$ cat src/rtl/wcache_pkg.sv
package wcache_pkg;

   localparam int BYTE_W = 8;

   typedef enum logic {
      MODE_LOAD = 1'b0,
      MODE_PROG = 1'b1
   } seq_mode_e;

endpackage

$ cat src/rtl/wcache_tags.sv
module wcache_tags #(
   parameter int LINES = 8,
   parameter int TAG_W = 9,
   parameter int IDX_W = 3
) (
   input  logic             clk,
   input  logic             rst_n,
   input  logic [TAG_W-1:0] lk_tag,
   input  logic             alloc,
   input  logic [IDX_W-1:0] alloc_idx,
   input  logic             clr,
   input  logic [IDX_W-1:0] rd_idx,
   output logic             hit,
   output logic [IDX_W-1:0] hit_idx,
   output logic [TAG_W-1:0] rd_tag
);

   logic [LINES-1:0] match;
   logic [TAG_W-1:0] tag_arr [LINES];

   for (genvar g = 0; g < LINES; g++) begin : g_line
      logic             vld_q;
      logic [TAG_W-1:0] tag_q;

      always_ff @(posedge clk) begin
         if (!rst_n) begin
            vld_q <= 1'b0;
            tag_q <= '0;
         end else if (clr) begin
            vld_q <= 1'b0;
         end else if (alloc && alloc_idx == IDX_W'(g)) begin
            vld_q <= 1'b1;
            tag_q <= lk_tag;
         end
      end

      assign match[g]   = vld_q && (tag_q == lk_tag);
      assign tag_arr[g] = tag_q;
   end

   always_comb begin
      hit_idx = '0;
      for (int i = 0; i < LINES; i++) begin
         if (match[i]) hit_idx = IDX_W'(i);
      end
   end

   assign hit    = |match;
   assign rd_tag = tag_arr[rd_idx];


   one_hit_chk: assert property (@(posedge clk) disable iff (!rst_n)
      $onehot0(match));

endmodule

$ cat src/rtl/wcache_lines.sv
module wcache_lines
   import wcache_pkg::*;
#(
   parameter int LINES      = 8,
   parameter int PAGE_BYTES = 8,
   parameter int IDX_W      = 3,
   parameter int OFS_W      = 3
) (
   input  logic                         clk,
   input  logic                         rst_n,
   input  logic                         we,
   input  logic                         fresh,
   input  logic [IDX_W-1:0]             w_idx,
   input  logic [OFS_W-1:0]             w_ofs,
   input  logic [BYTE_W-1:0]            w_byte,
   input  logic [IDX_W-1:0]             rd_idx,
   output logic [PAGE_BYTES*BYTE_W-1:0] rd_data,
   output logic [PAGE_BYTES-1:0]        rd_be
);

   localparam int DW = PAGE_BYTES * BYTE_W;

   logic [DW-1:0]         data_arr [LINES];
   logic [PAGE_BYTES-1:0] be_arr   [LINES];
   logic [PAGE_BYTES-1:0] ofs_bit;

   assign ofs_bit = PAGE_BYTES'(1) << w_ofs;

   for (genvar g = 0; g < LINES; g++) begin : g_line
      logic [DW-1:0]         dat_q;
      logic [PAGE_BYTES-1:0] be_q;
      logic                  sel;

      assign sel = we && (w_idx == IDX_W'(g));

      always_ff @(posedge clk) begin
         if (sel) dat_q[BYTE_W*int'(w_ofs) +: BYTE_W] <= w_byte;
      end

      always_ff @(posedge clk) begin
         if (!rst_n)     be_q <= '0;
         else if (sel)   be_q <= fresh ? ofs_bit : (be_q | ofs_bit);
      end

      assign data_arr[g] = dat_q;
      assign be_arr[g]   = be_q;
   end

   assign rd_data = data_arr[rd_idx];
   assign rd_be   = be_arr[rd_idx];


   mask_grow_chk: assert property (@(posedge clk) disable iff (!rst_n)
      we && !fresh && (rd_idx == w_idx) |=> rd_be[$past(w_ofs)]);

endmodule

$ cat src/rtl/wcache_pacer.sv
module wcache_pacer #(
   parameter int TICKS = 1000
) (
   input  logic clk,
   input  logic rst_n,
   input  logic run,
   input  logic tick,
   output logic done
);

   if (TICKS == 1) begin : g_direct
      assign done = run && tick;
   end else begin : g_count
      localparam int TW = $clog2(TICKS);
      logic [TW-1:0] cnt_q;
      logic          at_end;

      assign at_end = (cnt_q == TW'(TICKS - 1));
      assign done   = run && tick && at_end;

      always_ff @(posedge clk) begin
         if (!rst_n || !run) cnt_q <= '0;
         else if (tick)      cnt_q <= at_end ? '0 : cnt_q + 1'b1;
      end


      cnt_range_chk: assert property (@(posedge clk) disable iff (!rst_n)
         cnt_q <= TW'(TICKS - 1));
   end

endmodule

$ cat src/rtl/wcache_seq.sv
module wcache_seq
   import wcache_pkg::*;
#(
   parameter int ADDR_W         = 12,
   parameter int PAGE_BYTES     = 8,
   parameter int LINES          = 8,
   parameter int TICKS_PER_PAGE = 1000
) (
   input  logic                                  clk,
   input  logic                                  rst_n,
   input  logic                                  wr_en,
   input  logic [ADDR_W-1:0]                     wr_addr,
   input  logic [7:0]                            wr_data,
   input  logic                                  commit,
   input  logic                                  tick,
   output logic                                  busy,
   output logic                                  prog_valid,
   output logic [ADDR_W-$clog2(PAGE_BYTES)-1:0]  prog_page,
   output logic [PAGE_BYTES*8-1:0]               prog_data,
   output logic [PAGE_BYTES-1:0]                 prog_be
);

   localparam int OFS_W = $clog2(PAGE_BYTES);
   localparam int TAG_W = ADDR_W - OFS_W;
   localparam int IDX_W = $clog2(LINES);
   localparam int CNT_W = $clog2(LINES + 1);

   if (PAGE_BYTES < 2 || (1 << OFS_W) != PAGE_BYTES) begin : g_bad_page
      $error("PAGE_BYTES must be a power of two of at least 2");
   end
   if (LINES < 2 || (1 << IDX_W) != LINES) begin : g_bad_lines
      $error("LINES must be a power of two of at least 2");
   end
   if (ADDR_W <= OFS_W) begin : g_bad_addr
      $error("ADDR_W must exceed the page offset width");
   end
   if (TICKS_PER_PAGE < 1) begin : g_bad_ticks
      $error("TICKS_PER_PAGE must be positive");
   end

   seq_mode_e        mode_q;
   logic [CNT_W-1:0] fill_q;
   logic [IDX_W-1:0] cur_q;

   logic             hit;
   logic [IDX_W-1:0] hit_idx;
   logic [IDX_W-1:0] w_idx;
   logic [TAG_W-1:0] cur_tag;
   logic             loading;
   logic             wr_ok;
   logic             room;
   logic             alloc;
   logic             store_we;
   logic             start;
   logic             page_done;
   logic             last_page;

   assign loading   = (mode_q == MODE_LOAD);
   assign wr_ok     = wr_en && loading && !commit;
   assign room      = (fill_q < CNT_W'(LINES));
   assign alloc     = wr_ok && !hit && room;
   assign store_we  = wr_ok && (hit || room);
   assign w_idx     = hit ? hit_idx : fill_q[IDX_W-1:0];
   assign start     = commit && loading && (fill_q != '0);
   assign last_page = page_done && (CNT_W'(cur_q) == fill_q - CNT_W'(1));

   always_ff @(posedge clk) begin
      if (!rst_n) begin
         mode_q <= MODE_LOAD;
         fill_q <= '0;
         cur_q  <= '0;
      end else if (start) begin
         mode_q <= MODE_PROG;
         cur_q  <= '0;
      end else if (last_page) begin
         mode_q <= MODE_LOAD;
         fill_q <= '0;
         cur_q  <= '0;
      end else if (page_done) begin
         cur_q  <= cur_q + 1'b1;
      end else if (alloc) begin
         fill_q <= fill_q + 1'b1;
      end
   end

   wcache_tags #(
      .LINES (LINES),
      .TAG_W (TAG_W),
      .IDX_W (IDX_W)
   ) u_tags (
      .clk       (clk),
      .rst_n     (rst_n),
      .lk_tag    (wr_addr[ADDR_W-1:OFS_W]),
      .alloc     (alloc),
      .alloc_idx (fill_q[IDX_W-1:0]),
      .clr       (last_page),
      .rd_idx    (cur_q),
      .hit       (hit),
      .hit_idx   (hit_idx),
      .rd_tag    (cur_tag)
   );

   wcache_lines #(
      .LINES      (LINES),
      .PAGE_BYTES (PAGE_BYTES),
      .IDX_W      (IDX_W),
      .OFS_W      (OFS_W)
   ) u_lines (
      .clk     (clk),
      .rst_n   (rst_n),
      .we      (store_we),
      .fresh   (alloc),
      .w_idx   (w_idx),
      .w_ofs   (wr_addr[OFS_W-1:0]),
      .w_byte  (wr_data),
      .rd_idx  (cur_q),
      .rd_data (prog_data),
      .rd_be   (prog_be)
   );

   wcache_pacer #(
      .TICKS (TICKS_PER_PAGE)
   ) u_pacer (
      .clk   (clk),
      .rst_n (rst_n),
      .run   (!loading),
      .tick  (tick),
      .done  (page_done)
   );

   assign busy       = !loading;
   assign prog_valid = !loading;
   assign prog_page  = cur_tag;


   fill_cap_chk: assert property (@(posedge clk) disable iff (!rst_n)
      fill_q <= CNT_W'(LINES));


   page_hold_chk: assert property (@(posedge clk) disable iff (!rst_n)
      busy && !page_done |=> $stable(prog_page));


   empty_commit_chk: assert property (@(posedge clk) disable iff (!rst_n)
      commit && loading && (fill_q == '0) |=> !busy);


   busy_freeze_chk: assert property (@(posedge clk) disable iff (!rst_n)
      busy && !last_page |=> $stable(fill_q));

endmodule

$ cat config.mk
export PLATFORM = sky130hd
export DESIGN_NAME = wcache_seq
export DESIGN_NICKNAME = d
export VERILOG_FILES = /design/src/rtl/wcache_pkg.sv /design/src/rtl/wcache_tags.sv /design/src/rtl/wcache_lines.sv /design/src/rtl/wcache_pacer.sv /design/src/rtl/wcache_seq.sv
export SDC_FILE = /design/constraint.sdc
export NUM_CORES = 1
export LEC_CHECK = 0
export BUFFER_PORTS_ARGS = -buffer_cell sky130_fd_sc_hd__buf_2
export CAP_MARGIN = 20
export CORE_ASPECT_RATIO = 1.1
export CORE_MARGIN = 5
export CORE_UTILIZATION = 56
export DETAILED_ROUTE_END_ITERATION = 6
export MAX_ROUTING_LAYER = met4
export PLACE_DENSITY = 0.76
export SLEW_MARGIN = 25
export SYNTH_ARGS = -nofsm -noshare
export SYNTH_HDL_FRONTEND = slang
export SYNTH_SLANG_ARGS = --single-unit
$ cat constraint.sdc
create_clock -name clk -period 2.99 [get_ports clk]
set_input_delay 0 -clock clk [delete_from_list [all_inputs] [get_ports clk]]
set_output_delay 0 -clock clk [all_outputs]
set_load 0.03 [all_outputs]
==> results of run 1 <==
[critical path, cell delays in order (launching register included)]
cell     delay, ps
dfxtp_1        340
xnor2_1        220
nand4_1        250
nor4_4         470
nor2_2         110
and3_4         190
o31a_4         360
or2_4          270
buf_12         170
nor2_1         110
buf_4          200
[per-layer routing]
metal  wire length (um)  track usage [%]  vias up  share of wire, %
met5                  0                -        -                 0
met4               2110             8.69        0               3.2
met3               4800             4.75      134               7.2
met2              33200             40.1      725                50
met1              26300             32.7     8192                40
li1                   -                -     7026                 -
[what timing repair did]
item	CTS	global route
hold buffers	13	0
resized for setup	3	39
gates cloned	0	0
pin swaps	0	9
endpoints found under the hold margin	104	0
endpoints found under the setup margin	14	461
setup buffers	0	3
[power by group through the flow]
stage                     Sequential (uW)  Clock (uW)  Combinational, uW
after CTS                           10100        8700                709
after floorplan                     10300           0                444
after detailed placement            10300           0                688
after global placement              10300           0                674
after global routing                10100        9130                766
final                               10100        8600                721
[final timing paths]
check	slack, ps	from	cells past startpoint	endpoint
setup / recovery	10	u_tags.g_line[4].tag_q[6]$_SDFFE_PN0P_	10	u_lines.g_line[7].dat_q[6]$_DFFE_PP_
setup reg to reg	10	u_tags.g_line[4].tag_q[6]$_SDFFE_PN0P_	10	u_lines.g_line[7].dat_q[6]$_DFFE_PP_
hold / removal	40	rst_n	5	u_lines.g_line[2].be_q[7]$_SDFFE_PN0P_
hold reg to reg	460	u_lines.g_line[4].be_q[3]$_SDFFE_PN0P_	2	u_lines.g_line[4].be_q[3]$_SDFFE_PN0P_
[placed cells by master, fill, tap and decap left out, types with 32 or more instances in the layout]
cell       instances
edfxtp_1         512
mux4_2           162
dfxtp_1          153
nor2_1           130
buf_2            107
buf_4            105
nand2_1           81
mux2_2            81
clkbuf_16         70
xnor2_1           68
mux2i_1           56
and2_1            42
o21ai_0           32
[area by class of cell]
| class | instances | area share, % |
|---|---|---|
| Tap cell | 660 | 2.51 |
| Clock buffer | 88 | 5.75 |
| Clock inverter | 34 | 1.13 |
| Antenna cell | 1 | 0.00762 |
| Timing Repair Buffer | 258 | 6.12 |
| Sequential cell | 674 | 56.8 |
| Multi-Input combinational cell | 907 | 27.6 |
| Inverter | 13 | 0.149 |
[per-stage QoR]
stage / area, um^2 / power, uW / setup slack, ps / TNS [ps] / instances
after global placement: 30200 / 10900 / 19.0 / 0 / 2496
after floorplan: 28100 / 10700 / 124 / 0 / 1695
after CTS: 32700 / 19500 / 3.55 / 0 / 2631
after detailed placement: 30200 / 11000 / 0.643 / 0 / 2496
final: 32800 / 19400 / 9.89 / 0 / 2635
after global routing: 32800 / 20000 / -51.1 / -3100 / 2635
[kinds of logic after synthesis]
kind of cell,count (synthesis),synth area share (%)
muxes,299,18.2
adders and majority gates,16,0.712
buffers and inverters,114,1.99
xor gates and xnor gates,86,2.68
and+or+nand+nor,390,6.95
DFF,674,66.2
AOI/OAI and AO/OA,116,3.20
[sequential cells by signal (all words and copies together), names as in the netlist]
name                   flops
cur_q                      3
busy                       1
fill_q                     4
u_tags.g_line.tag_q       72
u_lines.g_line.be_q       64
u_pacer.g_count.cnt_q     10
u_lines.g_line.dat_q     512
u_tags.g_line.vld_q        8
==> impl_metrics.yaml, run 1 <==
floorplanning:
  die_h_um: 245
  ios: 108
  rows: 86
  die_w_um: 224
  start_util_pct: 56.3
  core_area_mm2: 0.0499
  dieArea_mm2: 0.0548
placement:
  portBuffers: 107
  gp_congestion: 0.876
  hpwl_um: 41900
detailed_routing:
  remaining_drc_errors: 0
  detail_route.wl_per_cell_um: 25.2
  drtIter0Drc: 1539
  first_pass_iters: 5
  drt_wl_total_um: 66400
  ant_nets: 0
  vias_per_cell: 6.10
  num_vias: 16100
logic_synthesis:
  syn-mean-instance-area_um2: 16.6
  synthesis.instances: 1695
  ys.flop_type: "edfxtp_1"
  async_flop_share_pct: 0
  ys_top_cells_by_area: "edfxtp_1 (55%), mux4_2 (13%), dfxtp_1 (12%)"
  syn-cell-area_mm2: 0.0281
  yosys_warnings: 0
  synth.yosys.seq_area_share_pct: 66.2
  synth_enable_flop_cells: 512
  yosys.cell_types.count: 65
  ys_ff_latch: 674
  yosysTopAreaCell: "edfxtp_1"
  syn_nets: 1736
  synthTopCellsByCount: "edfxtp_1 (512), dfxtp_1 (162), mux4_2 (162), nor2_1 (139)"
  yosys.cell_count.top_type: "edfxtp_1"
  synth.top_cell.area_share_pct: 54.7
clock_tree:
  cts_buffers: 67
  clock-sinks: 674
  cts_tree: "built"
  htreeDepth: 3
  cts_buffer_depth: 3
  cts.clk_slew.worst_paths_ps: 60
  clk_latency_ps: 610
  clock-root-buffer: "clkbuf_16"
power_and_ir_drop:
  intPower_uw: 15300
  power_switching_uw: 4080
  cellLeakagePower_uw: 0.0114
  power_frac_comb_pct: 3.7
  seqPwrFrac_pct: 51.9
  swShare_pct: 21.0
  peakVddDrop_v: 0.000431
  pwr-share-clk_pct: 44.4
  power-per-cell-area_mw_per_mm2: 590
setup_path:
  cp_max_fo: 16
  cp.arrival_ps: 3290
  critPathLaunchType: "flip-flop"
  worstSetupPathType: "flip-flop to flip-flop"
  worstPathRequired_ps: 3300
  endpoint_kind: "flip-flop"
global_routing:
  grt_usage_pct: 25.0
  grt_pass1_vias: 16400
  overflow: 0
  antenna_found_initial: 2
  grt_pass1_wl_um: 101000
  grt_max_degree: 60
timing:
  finClkSkew_ps: 16.1
  finalMaxSlewViolations: 0
  finalCritPeriodShare_pct: 99.7
  tightest_slew_ps: 791
  setup_viol: 0
  finalHoldViolations: 0
  max_slew_margin_pct: 46.8
  timing.hold.ws_ps: 35.5
  min_period_ps: 2980
  fmax_mhz: 336
status:
  status: "finished, final reports clean"
cells_and_area:
  nFillCells: 3401
  finish.utilization_pct: 65.8
  final_layout_size_suffix_gt1_share_pct: 33.1
  area.growth.synth_to_final_pct: 16.8
  nets: 1962
  seq_area_mm2: 0.0186
  multi_input_area_mm2: 0.00905
run:
  drv_cap: 0
worst_hold_path:
  hold_path_class: "input pin to flip-flop"
No activity file was read; power rests on OpenSTA's default activity.
==> run 2: changes to the inputs <==
- REMOVE_ABC_BUFFERS: unset -> 1
==> run 2 against run 1 <==
Against the previous run: clock skew is 10 ps higher; total power fell by 1.6%; critical path depth did not move; core utilization shrank 1.0 points.
==> impl_metrics.yaml, run 2 (synthesized netlist as in run 1, its figures left out) <==
global_routing:
  grt_pass1_wl_um: 98100
  grt_max_degree: 141
  overflow: 0
  antenna_found_initial: 1
  grt_usage_pct: 24.3
  grt_pass1_vias: 16100
detailed_routing:
  drt_wl_total_um: 64300
  remaining_drc_errors: 0
  num_vias: 15800
  detail_route.wl_per_cell_um: 24.7
  vias_per_cell: 6.06
  drtIter0Drc: 1351
  first_pass_iters: 7
  ant_nets: 0
cells_and_area:
  final_area_mm2: 0.0323
  nets: 1930
  final_layout_size_suffix_gt1_share_pct: 30.4
  largest_register: "u_lines.g_line.dat_q"
  area.growth.synth_to_final_pct: 15.0
  top_regs: "u_lines.g_line.dat_q: 512 flops, u_tags.g_line.tag_q: 72 flops, u_lines.g_line.be_q: 64 flops"
  largest_reg_flops: 512
  final_cell_mix: "edfxtp_1 (512), mux4_2 (162), dfxtp_1 (157)"
  final_common_cell: "edfxtp_1"
timing:
  fmax_mhz: 344
  finalCritPeriodShare_pct: 97.3
  min_period_ps: 2910
  max_slew_margin_pct: 29.8
  tightest_slew_ps: 1050
  setup_tns_ps: 0
  setup_viol: 0
  finalMaxSlewViolations: 0
  finalHoldViolations: 0
  rsz0062_at_grt: "true"
  finClkSkew_ps: 26.5
clock_tree:
  cts_tree: "built"
  clock-root-buffer: "clkbuf_16"
  htreeDepth: 3
  cts_buffer_depth: 3
  clk_latency_ps: 600
  cts_buffers: 67
  cts.clk_slew.worst_paths_ps: 60
  clock-sinks: 674
placement:
  gp_congestion: 0.875
  hpwl_um: 39300
  placed_area_mm2: 0.0299
  portBuffers: 107
floorplanning:
  rows: 86
  dieArea_mm2: 0.0548
  die_h_um: 245
  core_area_mm2: 0.0499
  die_w_um: 224
  ios: 108
  start_util_pct: 56.3
power_and_ir_drop:
  power_frac_comb_pct: 3.7
  cellLeakagePower_uw: 0.0111
  pwr-share-clk_pct: 43.6
  swShare_pct: 20.5
  seqPwrFrac_pct: 52.7
  peakVddDrop_v: 0.000367
  intPower_uw: 15200
  power_switching_uw: 3900
  power-per-cell-area_mw_per_mm2: 590
setup_path:
  worstSetupPathType: "flip-flop to flip-flop"
  cp.arrival_ps: 3200
  endpoint_kind: "flip-flop"
  r2r_slack_ps: 80
  reg2reg_from: "u_tags.g_line[5].tag_q[0]$_SDFFE_PN0P_"
  r2r_end: "u_lines.g_line[7].dat_q[51]$_DFFE_PP_"
  r2r_cells: 10
  cp_max_fo: 16
  worstSetupStartpoint: "u_tags.g_line[5].tag_q[0]$_SDFFE_PN0P_"
  worstPathRequired_ps: 3280
  critPathLaunchType: "flip-flop"
worst_hold_path:
  min_to: "u_lines.g_line[4].dat_q[56]$_DFFE_PP_"
  hold_path_class: "input pin to flip-flop"
  worstHoldStart: "wr_data[0]"
  hold_depth: 3
run:
  drv_cap: 0
status:
  status: "finished, final reports clean"
run 2: metrics by stage:
step                std cells  utilization (%)  hold slack, ps  total power [uW]  setup WS (ps)
CTS                      2597             64.5            3.60             19200           42.7
finish                   2603             64.7            44.2             19100           80.2
floorplan                1594                -             139             10600          -4770
detailed placement       2463             59.9             330             10900           59.7
global placement         2463             59.9             324             10900            121
global route             2602             64.7            61.3             19700          -15.3
run 2: area by class of cell:
| cell class | count | area (um^2) |
|---|---|---|
| clock buffer | 101 | 1970 |
| multi-input combinational | 907 | 8990 |
| sequential | 674 | 18600 |
| timing repair buffer | 226 | 1640 |
| inverter | 13 | 48.8 |
| tap | 660 | 826 |
| fill | 3428 | 17600 |
| antenna | 2 | 5.00 |
| clock inverter | 20 | 209 |
run 2: how the worst max path moves through the flow:
stage,to,cells after the start
2_1_floorplan,prog_be[0],2
3_3_place_gp,u_lines.g_line[7].dat_q[45]$_DFFE_PP_,10
3_5_place_dp,u_lines.g_line[7].dat_q[52]$_DFFE_PP_,10
4_1_cts,u_lines.g_line[1].dat_q[5]$_DFFE_PP_,10
5_1_grt,u_tags.g_line[7].tag_q[2]$_SDFFE_PN0P_,9
6_report,u_lines.g_line[7].dat_q[51]$_DFFE_PP_,10
run 2: metal layers:
metal  up-vias  track usage (%)  part of all wire (%)
met5         -                -                     0
met4         0             8.60                   2.8
met3       120             4.15                   6.7
met2       608             39.6                    52
met1      8086             31.3                    39
li1       6952                -                     -
run 2: timing repair:
item,CTS,global route
setup buffers,0,4
hold buffers,13,0
hold endpoints to repair,100,0
gates resized for setup,0,10
endpoints found under the setup margin,0,496
run 2: critical path: stages, from the launching register on:
cell	delay (ps)
dfxtp_1	370
xnor2_1	160
nand4_1	220
nor4_4	440
nor2_2	120
and3_4	190
o31a_4	350
or2_1	270
buf_12	180
nor2_1	100
buf_4	200
run 2: power by group through the flow:
stage	combinational (uW)	sequential, uW	clock (uW)
2_1_floorplan	374	10300	0
5_1_grt	746	10100	8900
3_5_place_dp	672	10300	0
4_1_cts	691	10100	8450
6_report	699	10100	8320
3_3_place_gp	659	10300	0
